### config.mk
export PLATFORM = sky130hd
export DESIGN_NAME = pci_irq_router
export DESIGN_NICKNAME = d
export VERILOG_FILES = /design/src/rtl/pirq_rtr_pkg.sv /design/src/rtl/pirq_route_bank.sv /design/src/rtl/pirq_level_map.sv /design/src/rtl/pirq_irq_merge.sv /design/src/rtl/pirq_slot_swizzle.sv /design/src/rtl/pci_irq_router.sv
export SDC_FILE = /design/constraint.sdc
export NUM_CORES = 1
export LEC_CHECK = 0
export ABC_CLOCK_PERIOD_IN_PS = 6700
export BUFFER_PORTS_ARGS = -buffer_cell sky130_fd_sc_hd__buf_4
export CORE_MARGIN = 10
export CORE_UTILIZATION = 40
export DETAILED_ROUTE_END_ITERATION = 8
export HOLD_SLACK_MARGIN = 0.05
export PLACE_DENSITY = 0.64
export SLEW_MARGIN = 10
export SYNTH_ARGS = -nofsm -noshare
export SYNTH_HDL_FRONTEND = slang
export SYNTH_HIERARCHICAL = 1
export SYNTH_SLANG_ARGS = --single-unit
### constraint.sdc
create_clock -name clk -period 6.7 [get_ports clk]
set_clock_uncertainty 0.1 [all_clocks]
set_input_delay 0.67 -clock clk [delete_from_list [all_inputs] [get_ports clk]]
set_output_delay 0.67 -clock clk [all_outputs]
set_load 0.1 [all_outputs]
### src/rtl/pirq_rtr_pkg.sv
package pirq_rtr_pkg;

  // Default geometry of the router
  localparam int unsigned LINE_COUNT_DEF  = 4;
  localparam int unsigned IRQ_COUNT_DEF   = 16;
  localparam int unsigned STEER_W_DEF     = 8;
  localparam int unsigned ADDR_W_DEF      = 8;
  localparam int unsigned DATA_W_DEF      = 32;
  localparam int unsigned STEER_BASE_DEF  = 32'h60;
  localparam int unsigned STEER_RESET_DEF = 32'h80;
  localparam int unsigned DEVFN_W_DEF     = 8;
  localparam int unsigned FUNC_W_DEF      = 3;

  // A steering value is live when it names an existing controller input
  function automatic bit steer_live(input int unsigned value, input int unsigned n_irq);
    return value < n_irq;
  endfunction

endpackage

### src/rtl/pirq_route_bank.sv
module pirq_route_bank #(
  parameter int NUM_PIRQ    = 4,
  parameter int ROUTE_W     = 8,
  parameter int ADDR_W      = 8,
  parameter int DATA_W      = 32,
  parameter int ROUTE_BASE  = 32'h60,
  parameter int ROUTE_RESET = 32'h80,
  localparam int BE_W       = DATA_W / 8,
  localparam int LANE_W     = $clog2(BE_W)
) (
  input  logic                              clk,
  input  logic                              rst_n,
  input  logic                              wr_en,
  input  logic [ADDR_W-1:0]                 wr_addr,
  input  logic [DATA_W-1:0]                 wr_data,
  input  logic [BE_W-1:0]                   wr_be,
  output logic [NUM_PIRQ-1:0][ROUTE_W-1:0]  route_q,
  output logic [NUM_PIRQ-1:0][ROUTE_W-1:0]  route_nxt,
  output logic                              route_hit
);

  logic [NUM_PIRQ-1:0] lane_hit;
  logic                lane_bits_unused;

  // Byte-lane select bits of the address do not pick a register
  assign lane_bits_unused = ^wr_addr[LANE_W-1:0];

  for (genvar p = 0; p < NUM_PIRQ; p++) begin : g_reg
    localparam int BYTE_ADDR = ROUTE_BASE + p;
    localparam int LANE      = BYTE_ADDR % BE_W;
    localparam int WORD_IDX  = BYTE_ADDR / BE_W;

    // Decode: right dword, lane enabled
    assign lane_hit[p] = wr_en
                       && (wr_addr[ADDR_W-1:LANE_W] == WORD_IDX[ADDR_W-LANE_W-1:0])
                       && wr_be[LANE];

    // Value the register holds after this edge
    assign route_nxt[p] = lane_hit[p] ? wr_data[LANE*8 +: ROUTE_W] : route_q[p];

    always_ff @(posedge clk or negedge rst_n) begin
      if (!rst_n) begin
        route_q[p] <= ROUTE_RESET[ROUTE_W-1:0];
      end else begin
        route_q[p] <= route_nxt[p];
      end
    end
  end

  assign route_hit = |lane_hit;

endmodule

### src/rtl/pirq_level_map.sv
module pirq_level_map
  import pirq_rtr_pkg::*;
#(
  parameter int NUM_PIRQ  = 4,
  parameter int NUM_IRQ   = 16,
  parameter int ROUTE_W   = 8,
  localparam int MAP_W     = NUM_PIRQ * NUM_IRQ,
  localparam int MAP_IDX_W = $clog2(MAP_W),
  localparam int IRQ_IDX_W = $clog2(NUM_IRQ)
) (
  input  logic                              clk,
  input  logic                              rst_n,
  input  logic [NUM_PIRQ-1:0]               pirq_in,
  input  logic [NUM_PIRQ-1:0][ROUTE_W-1:0]  route_q,
  input  logic [NUM_PIRQ-1:0][ROUTE_W-1:0]  route_nxt,
  input  logic                              rebuild,
  output logic [MAP_W-1:0]                  map_q
);

  logic [NUM_PIRQ-1:0] pirq_q;
  logic [MAP_W-1:0]    map_d;

  // Map position of (irq, line): irq * NUM_PIRQ + line
  function automatic logic [MAP_IDX_W-1:0] map_pos(input logic [ROUTE_W-1:0] route,
                                                   input int line);
    logic [IRQ_IDX_W-1:0] irq_idx;
    irq_idx = route[IRQ_IDX_W-1:0];
    return MAP_IDX_W'(irq_idx) * MAP_IDX_W'(NUM_PIRQ) + MAP_IDX_W'(line);
  endfunction

  always_comb begin
    map_d = map_q;
    if (rebuild) begin
      // Steering changed: drop every bit and rebuild from present levels
      map_d = '0;
      for (int p = 0; p < NUM_PIRQ; p++) begin
        if (pirq_in[p] && steer_live(int'(route_nxt[p]), NUM_IRQ)) begin
          map_d[map_pos(route_nxt[p], p)] = 1'b1;
        end
      end
    end else begin
      // Level event: touch only the bit of the line that moved
      for (int p = 0; p < NUM_PIRQ; p++) begin
        if ((pirq_in[p] != pirq_q[p]) && steer_live(int'(route_q[p]), NUM_IRQ)) begin
          map_d[map_pos(route_q[p], p)] = pirq_in[p];
        end
      end
    end
  end

  always_ff @(posedge clk or negedge rst_n) begin
    if (!rst_n) begin
      pirq_q <= '0;
      map_q  <= '0;
    end else begin
      pirq_q <= pirq_in;
      map_q  <= map_d;
    end
  end

endmodule

### src/rtl/pirq_irq_merge.sv
module pirq_irq_merge #(
  parameter int NUM_PIRQ = 4,
  parameter int NUM_IRQ  = 16,
  localparam int MAP_W   = NUM_PIRQ * NUM_IRQ
) (
  input  logic [MAP_W-1:0]   map_q,
  output logic [NUM_IRQ-1:0] irq_out
);

  // Each controller input collects its own group of NUM_PIRQ map bits
  for (genvar i = 0; i < NUM_IRQ; i++) begin : g_irq
    assign irq_out[i] = |map_q[i*NUM_PIRQ +: NUM_PIRQ];
  end

endmodule

### src/rtl/pirq_slot_swizzle.sv
module pirq_slot_swizzle #(
  parameter int NUM_PIRQ    = 4,
  parameter int DEVFN_W     = 8,
  parameter int FUNC_W      = 3,
  localparam int PIRQ_IDX_W = $clog2(NUM_PIRQ),
  localparam int SLOT_W     = DEVFN_W - FUNC_W
) (
  input  logic [DEVFN_W-1:0]    devfn,
  input  logic [PIRQ_IDX_W-1:0] intx,
  output logic [PIRQ_IDX_W-1:0] pirq_idx
);

  logic [SLOT_W-1:0] slot;
  logic              func_bits_unused;
  int unsigned       sum_v;

  assign slot             = devfn[DEVFN_W-1:FUNC_W];
  assign func_bits_unused = ^devfn[FUNC_W-1:0];

  // Rotate the pin by (slot - 1); NUM_PIRQ is added so the sum never goes negative
  always_comb begin
    sum_v    = int'(intx) + int'(slot) + NUM_PIRQ - 1;
    pirq_idx = PIRQ_IDX_W'(sum_v % NUM_PIRQ);
  end

endmodule

### src/rtl/pci_irq_router.sv
module pci_irq_router
  import pirq_rtr_pkg::*;
#(
  parameter int NUM_PIRQ    = LINE_COUNT_DEF,
  parameter int NUM_IRQ     = IRQ_COUNT_DEF,
  parameter int ROUTE_W     = STEER_W_DEF,
  parameter int ADDR_W      = ADDR_W_DEF,
  parameter int DATA_W      = DATA_W_DEF,
  parameter int ROUTE_BASE  = STEER_BASE_DEF,
  parameter int ROUTE_RESET = STEER_RESET_DEF,
  parameter int DEVFN_W     = DEVFN_W_DEF,
  parameter int FUNC_W      = FUNC_W_DEF,
  localparam int BE_W       = DATA_W / 8,
  localparam int MAP_W      = NUM_PIRQ * NUM_IRQ,
  localparam int PIRQ_IDX_W = $clog2(NUM_PIRQ)
) (
  input  logic                  clk,
  input  logic                  rst_n,
  input  logic                  cfg_wr_en,
  input  logic [ADDR_W-1:0]     cfg_wr_addr,
  input  logic [DATA_W-1:0]     cfg_wr_data,
  input  logic [BE_W-1:0]       cfg_wr_be,
  input  logic [NUM_PIRQ-1:0]   pirq_in,
  input  logic [DEVFN_W-1:0]    dev_devfn,
  input  logic [PIRQ_IDX_W-1:0] dev_intx,
  output logic [PIRQ_IDX_W-1:0] dev_pirq,
  output logic [NUM_IRQ-1:0]    irq_out
);

  logic [NUM_PIRQ-1:0][ROUTE_W-1:0] route_q;
  logic [NUM_PIRQ-1:0][ROUTE_W-1:0] route_nxt;
  logic                             route_hit;
  logic [MAP_W-1:0]                 map_q;

  pirq_route_bank #(
    .NUM_PIRQ    (NUM_PIRQ),
    .ROUTE_W     (ROUTE_W),
    .ADDR_W      (ADDR_W),
    .DATA_W      (DATA_W),
    .ROUTE_BASE  (ROUTE_BASE),
    .ROUTE_RESET (ROUTE_RESET)
  ) u_bank (
    .clk       (clk),
    .rst_n     (rst_n),
    .wr_en     (cfg_wr_en),
    .wr_addr   (cfg_wr_addr),
    .wr_data   (cfg_wr_data),
    .wr_be     (cfg_wr_be),
    .route_q   (route_q),
    .route_nxt (route_nxt),
    .route_hit (route_hit)
  );

  pirq_level_map #(
    .NUM_PIRQ (NUM_PIRQ),
    .NUM_IRQ  (NUM_IRQ),
    .ROUTE_W  (ROUTE_W)
  ) u_map (
    .clk       (clk),
    .rst_n     (rst_n),
    .pirq_in   (pirq_in),
    .route_q   (route_q),
    .route_nxt (route_nxt),
    .rebuild   (route_hit),
    .map_q     (map_q)
  );

  pirq_irq_merge #(
    .NUM_PIRQ (NUM_PIRQ),
    .NUM_IRQ  (NUM_IRQ)
  ) u_merge (
    .map_q   (map_q),
    .irq_out (irq_out)
  );

  pirq_slot_swizzle #(
    .NUM_PIRQ (NUM_PIRQ),
    .DEVFN_W  (DEVFN_W),
    .FUNC_W   (FUNC_W)
  ) u_swz (
    .devfn    (dev_devfn),
    .intx     (dev_intx),
    .pirq_idx (dev_pirq)
  );

endmodule

# [Word-level counts from Yosys, hierarchy flattened]
# Cells that the tools add are included.
[classes] n_addsub=9 n_lt_le_gt_ge=24 eq_ne=5 n_mux=39 bitwise=3 n_reduce_logical=38
[op_table] cell="$mux 64" n=14
[op_table] cell="$bwmux 64" n=4
[op_table] cell="$or 64x64->64" n=3
[op_table] cell="$reduce_or 4->1" n=17
[op_table] cell="$lt 8x5->1 const B" n=8
[op_table] cell="$mux 61" n=1
[op_table] cell="$lt 6x7->1 const B" n=8
[op_table] cell="$ge 6x1->1 const B" n=8
[op_table] cell="$demux 1 s6" n=6
[op_table] cell="$mux 8" n=4
[op_table] cell="$add 6x2->6 const B" n=4
[op_table] cell="$logic_and 1x1->1" n=21
[op_table] cell="$add 6x1->6 const B" n=2
[op_table] cell="$demux 1 s4" n=2
[op_table] cell="$mux 1" n=8
[op_table] cell="$eq 6x5->1 const B" n=1
[op_table] cell="$ne 1x1->1" n=4
[op_table] cell="$add 2x1->2 const B" n=1
[op_table] cell="$add 2x2->2" n=1
[op_table] cell="$sub 2x2->2 const B" n=1
[totals] register_bits=100 wordCells=124

# [Logic depth before layout (Yosys ltp)]
# Gate-level depths: netlist of the first run.
[depth] ltp_word=19 depth_mapped=10 ltp_nobuf=6

# [Modules after synthesis]
# Netlist of the first run, hierarchy kept.
[modules_own_cells] module="pirq_level_map" instances=1 cells_per_inst=472 area_per_inst_um2=4468.0 seq_area_each_um2=1701.6
[modules_own_cells] module="pirq_route_bank" instances=1 cells_per_inst=75 area_per_inst_um2=1263.7 seq_area_each_um2=805.8
[modules_own_cells] module="pirq_irq_merge" instances=1 cells_per_inst=16 area_per_inst_um2=120.1 seq_area_each_um2=0.0
[modules_own_cells] module="pirq_slot_swizzle" instances=1 cells_per_inst=5 area_per_inst_um2=47.5 seq_area_each_um2=0.0

# [Worst setup path before layout of the first run]
# No wires, ideal clock.
[synth_timing] path_type="input-to-reg" from="input cfg_wr_addr[3]" to="register u_map.map_q[34]" arrival_ns=2.911 path_slack_ns=3.598 cell_stages=7 cell_sequence="nor4b_4 -> nand3_2 -> mux2_2 -> or4_1 -> buf_2 -> or4b_4 -> o221ai_1"
[synth_rtl] item="from (decl)" line="pci_irq_router.sv:20" rtl="input logic [ADDR_W-1:0] cfg_wr_addr,"
[synth_rtl] item="to (signal assigned)" line="pirq_level_map.sv:57" rtl="map_q <= map_d;"
[synth_rtl] item="to (decl)" line="pirq_level_map.sv:17" rtl="output logic [MAP_W-1:0] map_q"

# [Final worst setup path of the first run]
[layout_timing] from="input cfg_wr_addr[3]" to="register u_map.map_q[52]"
[layout_rtl] item="$eq 6x5->1 (*)" line="pirq_route_bank.sv:35" rtl="&& (wr_addr[ADDR_W-1:LANE_W] == WORD_IDX[ADDR_W-LANE_W-1:0])"
[layout_rtl] item="$logic_and 1x1->1 (*)" line="pirq_route_bank.sv:35"
[layout_rtl] item="$logic_and 1x1->1" line="pirq_route_bank.sv:36" rtl="&& wr_be[LANE];"
[layout_rtl] item="$reduce_or 4->1 (*)" line="pirq_route_bank.sv:50" rtl="assign route_hit = |lane_hit;"
[layout_rtl] item="named net route_hit" line="pci_irq_router.sv:32" rtl="logic route_hit;"
[layout_rtl] item="$mux 64 (*)" line="pirq_level_map.sv:33" rtl="if (rebuild) begin"
# Mark *: on every way through the listed nets, which the timed path passes. The rest lies on a longest branch. The select of a mux whose other input is x is not followed.

==> summary.txt, run 1 <==
Clock tree
  – TritonCTS clock tree: yes
  – Count of hold-fix buffers inserted at cts: 0
  – # Post-CTS Setup Buffers: 0
  – Resized Gates After CTS: 0
  – Clk buf depth: 2
  – Worst skew pair latency: 360 ps
  – Clock buffers created by TritonCTS: 9
  – Clock transition time at the flip-flop clock pins of the worst setup and hold paths: 60 ps
  – Cell at the root of the clock tree: sky130_fd_sc_hd__clkbuf_16
  – H-tree levels: 3
  – Sinks on the clock net: 100

GRT
  – Antenna violations before repair: 0
  – Gr ovfl total: 0
  – Pin count of the biggest net entering global routing: 75
  – Wire length of the first global-routing pass: 28.6 mm
  – GRT Total Usage: 17.8%
  – Number of global-route vias before repair: 5,245

Setup path
  – CP required: 6890 ps
  – Worst reg-to-reg setup slack: 4360 ps
  – Startpoint type of the worst setup path: input port
  – Crit-path max FO: 66
  – Arrival time at the worst endpoint: 3580 ps
  – Launching instance or port of the critical path: cfg_wr_addr[3]
  – Cells on worst reg2reg path: 4
  – Endpoint of the worst register-to-register path: u_map/map_q[38]
  – Type of destination of the critical path: flip-flop
  – Setup CP Type: in -> reg
  – Start of the worst register-to-register path: u_bank/route_q[22]

Detailed routing
  – Number of vias after detailed routing: 5,416
  – Remaining DRCs: 0
  – Via/cell ratio: 6.74
  – Number of DRC markers after the initial detailed-route iteration: 932
  – Detailed Routing Iterations Pass 1: 6
  – Detail-routed net length per standard cell: 22.9 um
  – Routed Antenna Nets: 0
  – DRT Wirelength: 18.4 mm

Finish
  – Antenna diode count: 0
  – Post-layout utilization of the core: 47.5%
  – Most frequent cells in the layout: sky130_fd_sc_hd__dfrtp_1, sky130_fd_sc_hd__nor4_1, sky130_fd_sc_hd__buf_4
  – Most common cell after layout, fill and taps aside: sky130_fd_sc_hd__dfrtp_1
  – Final net count: 676
  – Final std cell area, no fill: 6880 um2
  – Area added between synthesis and finish: 16.7%
  – Fraction of layout instances using a drive strength above 1: 25.4%

Floorplan
  – Starting utilization of the core area: 40.7%
  – Die X-Extent: 141 um
  – Die height: 141 um
  – Top-Level Pins: 79
  – Number of placement rows: 44
  – Die area: 20,000 um2
  – Core Box Area: 14,500 um2

Yosys
  – Total standard cell area after synthesis: 5900 um2
  – Mean post-synth cell area: 10.4 um2
  – Post-Syn Nets: 630
  – Proportion of register bits with asynchronous set or reset after synthesis: 100%
  – Cell count after synthesis: 568
  – Number of synthesized flops with an enable pin: 0
  – Post-synthesis sequential element count: 100
  – Number of warning messages in the yosys log: 6
  – Most used DFF post-synth: sky130_fd_sc_hd__dfrtp_1
  – Sequential cell area fraction in the yosys report: 42.5%
  – Number of distinct library cells after synthesis: 43

Status
  – Result of the run: complete, no violations

STA
  – Final number of setup-violating endpoints: 0
  – Least-Margin Pin Slew: 1210 ps
  – Post-route setup slack: 3300 ps
  – Portion of the clock cycle consumed by the worst path in the final layout: 50.7%
  – Pins over their slew limit: 0
  – Number of hold violations in the final report: 0
  – Maximum operating frequency: 0.294 GHz
  – Setup TNS after final layout: 0 ps
  – RSZ-0062 raised after global routing: false
  – Final worst path period need: 3400 ps
  – Worst-case headroom to the max-slew limit: 18.5%

Power
  – Internal Dissipation: 1280 uW
  – Sequential fraction of design power: 42.5%
  – LEAKAGE: 0.00253 uW
  – Switching part of the total power: 36.2%
  – Total power per unit cell area: 291 nW/um2
  – Net Sw Power: 726 uW
  – Share of power burned in the clock network: 27.8%
  – Fraction of power consumed by combinational cells: 29.8%
  – Worst vdd ir: 0.150 mV

Place
  – Final weighted congestion in routability-driven placement: 0.984
  – Half-perimeter wire length after detailed placement: 13.2 mm
  – Cell Area, Placed: 6530 um2
  – Setup slack after placement: 3090 ps
  – Count of buffers from port buffering: 70

Hold path
  – Worst min-delay path class: in -> async

Run
  – MaxCap Viol Count: 0
-- worst max-delay path: stages --
cell and delay [ps]:
sky130_fd_sc_hd__buf_4 120, sky130_fd_sc_hd__nor4b_4 430, sky130_fd_sc_hd__nand2_1 170, sky130_fd_sc_hd__nor2_4 140, sky130_fd_sc_hd__buf_4 530, sky130_fd_sc_hd__nand4bb_1 680, sky130_fd_sc_hd__nor4_1 590, sky130_fd_sc_hd__o32a_1 230
-- cells in the mapped netlist, types with 2 or more instances --
library cell                count  share of area (%)
sky130_fd_sc_hd__o32a_1        54                9.2
sky130_fd_sc_hd__or4b_2         3               0.51
sky130_fd_sc_hd__or4_1         22                2.8
sky130_fd_sc_hd__nor4bb_1       6                1.0
sky130_fd_sc_hd__mux2_2        30                5.7
sky130_fd_sc_hd__nor4_1        89                9.4
sky130_fd_sc_hd__nor4b_1        3               0.45
sky130_fd_sc_hd__nand3_1        3               0.25
sky130_fd_sc_hd__a41oi_1        4               0.59
sky130_fd_sc_hd__nor4_2         4               0.85
sky130_fd_sc_hd__or2_2         13                1.4
sky130_fd_sc_hd__and4b_1        5               0.85
sky130_fd_sc_hd__nor3_1        20                1.7
sky130_fd_sc_hd__or2_1          2               0.21
sky130_fd_sc_hd__xnor2_1        4               0.59
sky130_fd_sc_hd__dfrtp_1       96                 41
sky130_fd_sc_hd__and2_1         3               0.32
sky130_fd_sc_hd__dfstp_2        4                1.8
sky130_fd_sc_hd__nand2_1       16                1.0
sky130_fd_sc_hd__clkbuf_1      33                2.1
sky130_fd_sc_hd__nor2b_1       18                1.9
sky130_fd_sc_hd__nand4bb_1      3               0.57
sky130_fd_sc_hd__nor2_1         5               0.32
sky130_fd_sc_hd__o41ai_1       10                1.5
sky130_fd_sc_hd__or4bb_1        2               0.38
sky130_fd_sc_hd__buf_6          2               0.38
sky130_fd_sc_hd__nand2b_1      29                3.1
sky130_fd_sc_hd__a31oi_1       50                5.3
sky130_fd_sc_hd__nand3_2        3               0.51
sky130_fd_sc_hd__inv_1          5               0.32
sky130_fd_sc_hd__buf_2          5               0.42
sky130_fd_sc_hd__mux2_1         2               0.38
sky130_fd_sc_hd__o221ai_1      10                1.5
-- stage by stage --
step | instances | total power (uW) | hold WS (ps)
4_1_cts | 803 | 2010 | 143
3_5_place_dp | 787 | 1450 | 404
2_1_floorplan | 568 | 1250 | 274
5_1_grt | 803 | 2090 | 154
6_report | 803 | 2010 | 136
3_3_place_gp | 787 | 1440 | 408
-- area by class of cell --
class / count / area (um2)
clock buffers: 12 / 267
clock inverters: 4 / 55.1
fillers: 1343 / 7590
inverters: 5 / 18.8
multi-input cells: 422 / 3240
flip-flops and latches: 100 / 2510
well taps: 184 / 230
repair buffers: 76 / 571
-- power by group through the flow --
stage	logic [uW]	clock network, uW	registers (uW)
2_1_floorplan	451	0	801
3_3_place_gp	580	0	858
3_5_place_dp	589	0	862
4_1_cts	592	571	851
5_1_grt	632	595	865
6_report	597	557	852
-- worst max-delay path by stage --
| stage | endpoint |
|---|---|
| after floorplan | u_map/map_q[34] |
| after global placement | u_map/map_q[9] |
| after detailed placement | u_map/map_q[9] |
| after CTS | u_map/map_q[13] |
| after global routing | u_map/map_q[52] |
| final | u_map/map_q[52] |
-- flip-flops by register name (all words and copies together), names as in the netlist --
| signal | cells |
|---|---|
| u_map/map_q | 64 |
| u_map/pirq_q | 4 |
| u_bank/route_q | 32 |
-- cells by family after synthesis --
group | count (synthesis) | share of synthesized area, %
AOI/OAI and AO/OA | 128 | 18.0
muxes | 32 | 6.11
DFF | 100 | 42.5
xor gates and xnor gates | 5 | 0.997
adders and majority gates | 1 | 0.212
buffers and inverters | 46 | 3.29
and+or+nand+nor | 256 | 28.9
-- metal layers --
metal  vias up  GRT usage [%]  wire length, um
li1       2465              -                -
met1      2613           24.0             7990
met2       292           27.2             8480
met3        46           4.17             1400
met4         0           6.40              495
met5         -              0                0
Power figures use the tool's default switching activity.
==> run 2, diff against run 1 <==
--- a/config.mk
+++ b/config.mk
@@ -5,7 +5,8 @@
 export SDC_FILE = /design/constraint.sdc
 export NUM_CORES = 1
 export LEC_CHECK = 0
-export ABC_CLOCK_PERIOD_IN_PS = 6700
+export ABC_AREA = 1
+export ABC_CLOCK_PERIOD_IN_PS = 3300
 export BUFFER_PORTS_ARGS = -buffer_cell sky130_fd_sc_hd__buf_4
 export CORE_MARGIN = 10
 export CORE_UTILIZATION = 40
==> constraint.sdc (replaced) <==
create_clock -name clk -period 3.3 [get_ports clk]
set_clock_uncertainty 0.1 [all_clocks]
set_input_delay 0.33 -clock clk [delete_from_list [all_inputs] [get_ports clk]]
set_output_delay 0.33 -clock clk [all_outputs]
set_load 0.1 [all_outputs]
==> run 2 against run 1 <==
Worst setup slack got worse by 2200 ps. Die area is 7.2% higher. Sequential share of layout area down 2.2 points. Critical endpoint is now u_map/map_q[2].
==> summary.txt, run 2 <==
Setup path
  – CP required: 3480 ps (-3410 ps)
  – Cells on worst reg2reg path: 7 (+3)
  – Type of destination of the critical path: flip-flop
  – Setup CP Type: in -> reg
  – Endpoint of the worst register-to-register path: u_map/map_q[29]
  – Delay contributed by the slowest stage of the critical path: 670 ps (about the same)
  – Sequence of cells on the critical path: buf_4 > nand2_1 > nor2_4 > buf_4 > o211ai_1 > nand2_1 > inv_2 > nand2_1 > inv_1 > nand3_1 > nand3_1
  – Launching instance or port of the critical path: cfg_wr_en
  – Startpoint type of the worst setup path: input port
  – Crit path max-delay cell type: sky130_fd_sc_hd__inv_2
  – Arrival time at the worst endpoint: 2370 ps (-1210 ps)
  – Crit-path max FO: 49 (-26%)
  – Capturing instance or port of the critical path: u_map/map_q[2]
  – Worst reg-to-reg setup slack: 1550 ps (-2810 ps)
  – Most common cell on crit path: sky130_fd_sc_hd__nand2_1
  – Start of the worst register-to-register path: u_bank/route_q[12]

Power
  – LEAKAGE: 0.00343 uW (+36%)
  – Internal Dissipation: 2420 uW (+89%)
  – Sequential fraction of design power: 37.1% (-5.4 points)
  – Overall Power: 4270 uW (+110%)
  – Switching part of the total power: 43.4% (+7.1 points)
  – Total power per unit cell area: 582 nW/um2 (+100%)
  – Net Sw Power: 1850 uW (+150%)
  – Share of power burned in the clock network: 25.1% (-2.7 points)
  – Worst vdd ir: 0.396 mV (+160%)
  – Fraction of power consumed by combinational cells: 37.8% (+8.0 points)

Clock tree
  – Clk buf depth: 2 (unchanged)
  – Sinks on the clock net: 100 (unchanged)
  – Clock buffers created by TritonCTS: 9 (unchanged)
  – Worst skew pair latency: 350 ps (about the same)
  – # Post-CTS Setup Buffers: 0 (unchanged)
  – H-tree levels: 3 (unchanged)
  – Clock transition time at the flip-flop clock pins of the worst setup and hold paths: 70 ps (about the same)
  – Resized Gates After CTS: 0 (unchanged)
  – Cell at the root of the clock tree: sky130_fd_sc_hd__clkbuf_16
  – TritonCTS clock tree: yes

STA
  – RSZ-0062 raised after global routing: false
  – Setup TNS after final layout: 0 ps (unchanged)
  – Least-Margin Pin Slew: 917 ps (-288 ps)
  – Final worst path period need: 2190 ps
  – Portion of the clock cycle consumed by the worst path in the final layout: 66.3%
  – Worst-case headroom to the max-slew limit: 38.8% (+20 points)
  – Maximum operating frequency: 0.457 GHz
  – Pins over their slew limit: 0 (unchanged)
  – Number of hold violations in the final report: 0 (unchanged)
  – Final number of setup-violating endpoints: 0 (unchanged)

Finish
  – Top flop regs: u_map/map_q: 64 flops, u_bank/route_q: 32 flops, u_map/pirq_q: 4 flops
  – Most common cell after layout, fill and taps aside: sky130_fd_sc_hd__nand2_1
  – Fillers: 1,687 (+26%)
  – Register bank with the most flops: u_map/map_q
  – Post-layout utilization of the core: 46.5% (-1.0 points)
  – Most frequent cells in the layout: sky130_fd_sc_hd__nand2_1, sky130_fd_sc_hd__nand3_1, sky130_fd_sc_hd__nor2_1
  – Final net count: 1,047 (+55%)
  – Fraction of layout instances using a drive strength above 1: 12.1% (-13 points)
  – Area added between synthesis and finish: 14.7%
  – Antenna diode count: 0 (unchanged)
  – Flip-flop count of the largest register, all copies and words added: 64 (unchanged)

Detailed routing
  – Routed length on met3: 1.40 mm (about the same)
  – Number of vias after detailed routing: 6,539 (+21%)
  – Detailed Routing Iterations Pass 1: 5 (-1)
  – Number of DRC markers after the initial detailed-route iteration: 649 (-30%)
  – Post-route met1 wirelength: 9.29 mm (+16%)
  – Via/cell ratio: 5.42 (-20%)
  – Detail-routed net length per standard cell: 15.6 um (-32%)
  – DRT Wirelength: 18.8 mm (+2.6%)
  – Topmost layer with routed signal wires: met4
  – Remaining DRCs: 0 (unchanged)
  – Routed wire length on met2: 7.79 mm (-8.1%)
  – Routed Antenna Nets: 0 (unchanged)

Yosys
  – Cell types with the largest area share after synthesis: sky130_fd_sc_hd__dfrtp_1, sky130_fd_sc_hd__nand3_1, sky130_fd_sc_hd__nand2_1
  – Most frequent cell after synthesis: sky130_fd_sc_hd__nand2_1
  – Total standard cell area after synthesis: 6390 um2 (+8.4%)
  – Proportion of register bits with asynchronous set or reset after synthesis: 100% (unchanged)
  – Mean post-synth cell area: 6.84 um2 (-34%)
  – Post-Syn Nets: 997 (+58%)
  – Post-synthesis sequential element count: 100 (unchanged)
  – Number of warning messages in the yosys log: 6 (unchanged)
  – Cell count after synthesis: 935 (+65%)
  – Number of distinct library cells after synthesis: 22 (-49%)
  – Area share of the largest cell type after synthesis: 37.6% (-3.1 points)
  – Sequential cell area fraction in the yosys report: 39.2% (-3.3 points)
  – Leading cell types by count after synthesis: sky130_fd_sc_hd__nand2_1, sky130_fd_sc_hd__nand3_1, sky130_fd_sc_hd__nor2_1
  – Cell type contributing the most total cell area after synthesis: sky130_fd_sc_hd__dfrtp_1
  – Number of synthesized flops with an enable pin: 0 (unchanged)
  – Most used DFF post-synth: sky130_fd_sc_hd__dfrtp_1

GRT
  – Gr ovfl total: 0 (unchanged)
  – GRT Total Usage: 17.6% (-0.23 points)
  – Number of global-route vias before repair: 5,908 (+13%)
  – Pin count of the biggest net entering global routing: 55 (-27%)
  – Wire length of the first global-routing pass: 31.3 mm (+9.3%)
  – Antenna violations before repair: 0 (unchanged)

Floorplan
  – Core Box Area: 15,800 um2 (+8.9%)
  – Top-Level Pins: 79 (unchanged)
  – Die X-Extent: 146 um (+3.5%)
  – Die area: 21,400 um2 (+7.2%)
  – Number of placement rows: 46 (+4.5%)
  – Starting utilization of the core area: 40.5% (-0.21 points)
  – Die height: 146 um (+3.5%)

Place
  – Count of buffers from port buffering: 70 (unchanged)
  – Final weighted congestion in routability-driven placement: 0.960 (-2.4%)
  – Half-perimeter wire length after detailed placement: 13.8 mm (+4.7%)

Status
  – Result of the run: complete, no violations

Run
  – MaxCap Viol Count: 0 (unchanged)

Hold path
  – Worst min-delay path class: in -> reg
  – Origin of the worst min-delay path: cfg_wr_data[15]
-- run 2: cell count changes in the layout (fill, tap and decap cells not counted), moves of 18 or more --
cell,delta
sky130_fd_sc_hd__nand4_1,+82
sky130_fd_sc_hd__nand2_1,+198
sky130_fd_sc_hd__nor2_1,+137
sky130_fd_sc_hd__nor2b_1,-18
sky130_fd_sc_hd__nor4_1,-89
sky130_fd_sc_hd__inv_1,+66
sky130_fd_sc_hd__a31oi_1,-50
sky130_fd_sc_hd__nand2b_1,-29
sky130_fd_sc_hd__nand3_1,+206
sky130_fd_sc_hd__mux2_2,-30
sky130_fd_sc_hd__nor3_1,+24
sky130_fd_sc_hd__or4_1,-22
sky130_fd_sc_hd__o32a_1,-54
-- run 2: through the flow --
stage	instances	hold WS, ps	worst slack, ps	instance area, um2
after floorplan	935	-65.6	1460	6390
after global placement	1185	353	778	7000
after detailed placement	1185	347	763	7000
after CTS	1206	125	1110	7330
after global routing	1206	156	903	7330
final	1206	131	1110	7330
-- run 2: cell type report --
cell class                      instances  area [um2]  share of cell area [%]
Multi-Input combinational cell        710        3300                    45.0
Sequential cell                       100        2510                    34.2
Timing Repair Buffer                   88         686                    9.35
Inverter                               76         285                    3.89
Tap cell                              216         270                    3.68
Clock buffer                           12         236                    3.22
Clock inverter                          4        52.6                   0.716
-- run 2: cells by family (layout without fill, tap and decap cells) --
| kind of cell | count (synthesis) | count (layout) | synth area share (%) |
|---|---|---|---|
| AO/OA/AOI/OAI | 4 | 4 | 0.391 |
| adder cells (fa/ha/maj) | 1 | 1 | 0.196 |
| buffers and inverters | 125 | 180 | 9.38 |
| flip-flops | 100 | 100 | 39.2 |
| AND/OR/NAND/NOR | 705 | 705 | 50.8 |
-- run 2: how the worst min path moves through the flow --
stage | endpoint | slack [ps] | depth (start not counted)
floorplan | u_bank/route_q[0] | -70 | 0
global placement | u_bank/route_q[5] | 350 | 1
detailed placement | u_bank/route_q[5] | 350 | 1
CTS | u_bank/route_q[31] | 120 | 3
global route | u_bank/route_q[23] | 160 | 3
finish | u_bank/route_q[15] | 130 | 3
-- run 2: power groups by stage --
stage                     Sequential, uW  Clock, uW  Combinational [uW]
after floorplan                     1550          0                1220
after global placement              1610          0                1590
after detailed placement            1610          0                1610
after CTS                           1590       1090                1620
after global routing                1610       1140                1750
final                               1580       1070                1620
-- run 2: critical path: cells and delay by family --
family	cells	cell delay, ps
AO/OA/AOI/OAI	1	110
buffers and inverters	4	1230
AND/OR/NAND/NOR	6	680
-- run 2: routing by layer --
metal / global-route usage, % / up-vias
met5: 0 / -
met4: 6.06 / 0
met3: 3.03 / 22
met2: 24.5 / 247
met1: 26.4 / 3015
li1: - / 3255
-- run 2: repair_timing --
item | 4_1_cts | 5_1_grt
hold endpoints to repair | 57 | 0
hold buffers | 5 | 0
setup endpoints to repair | 0 | 0
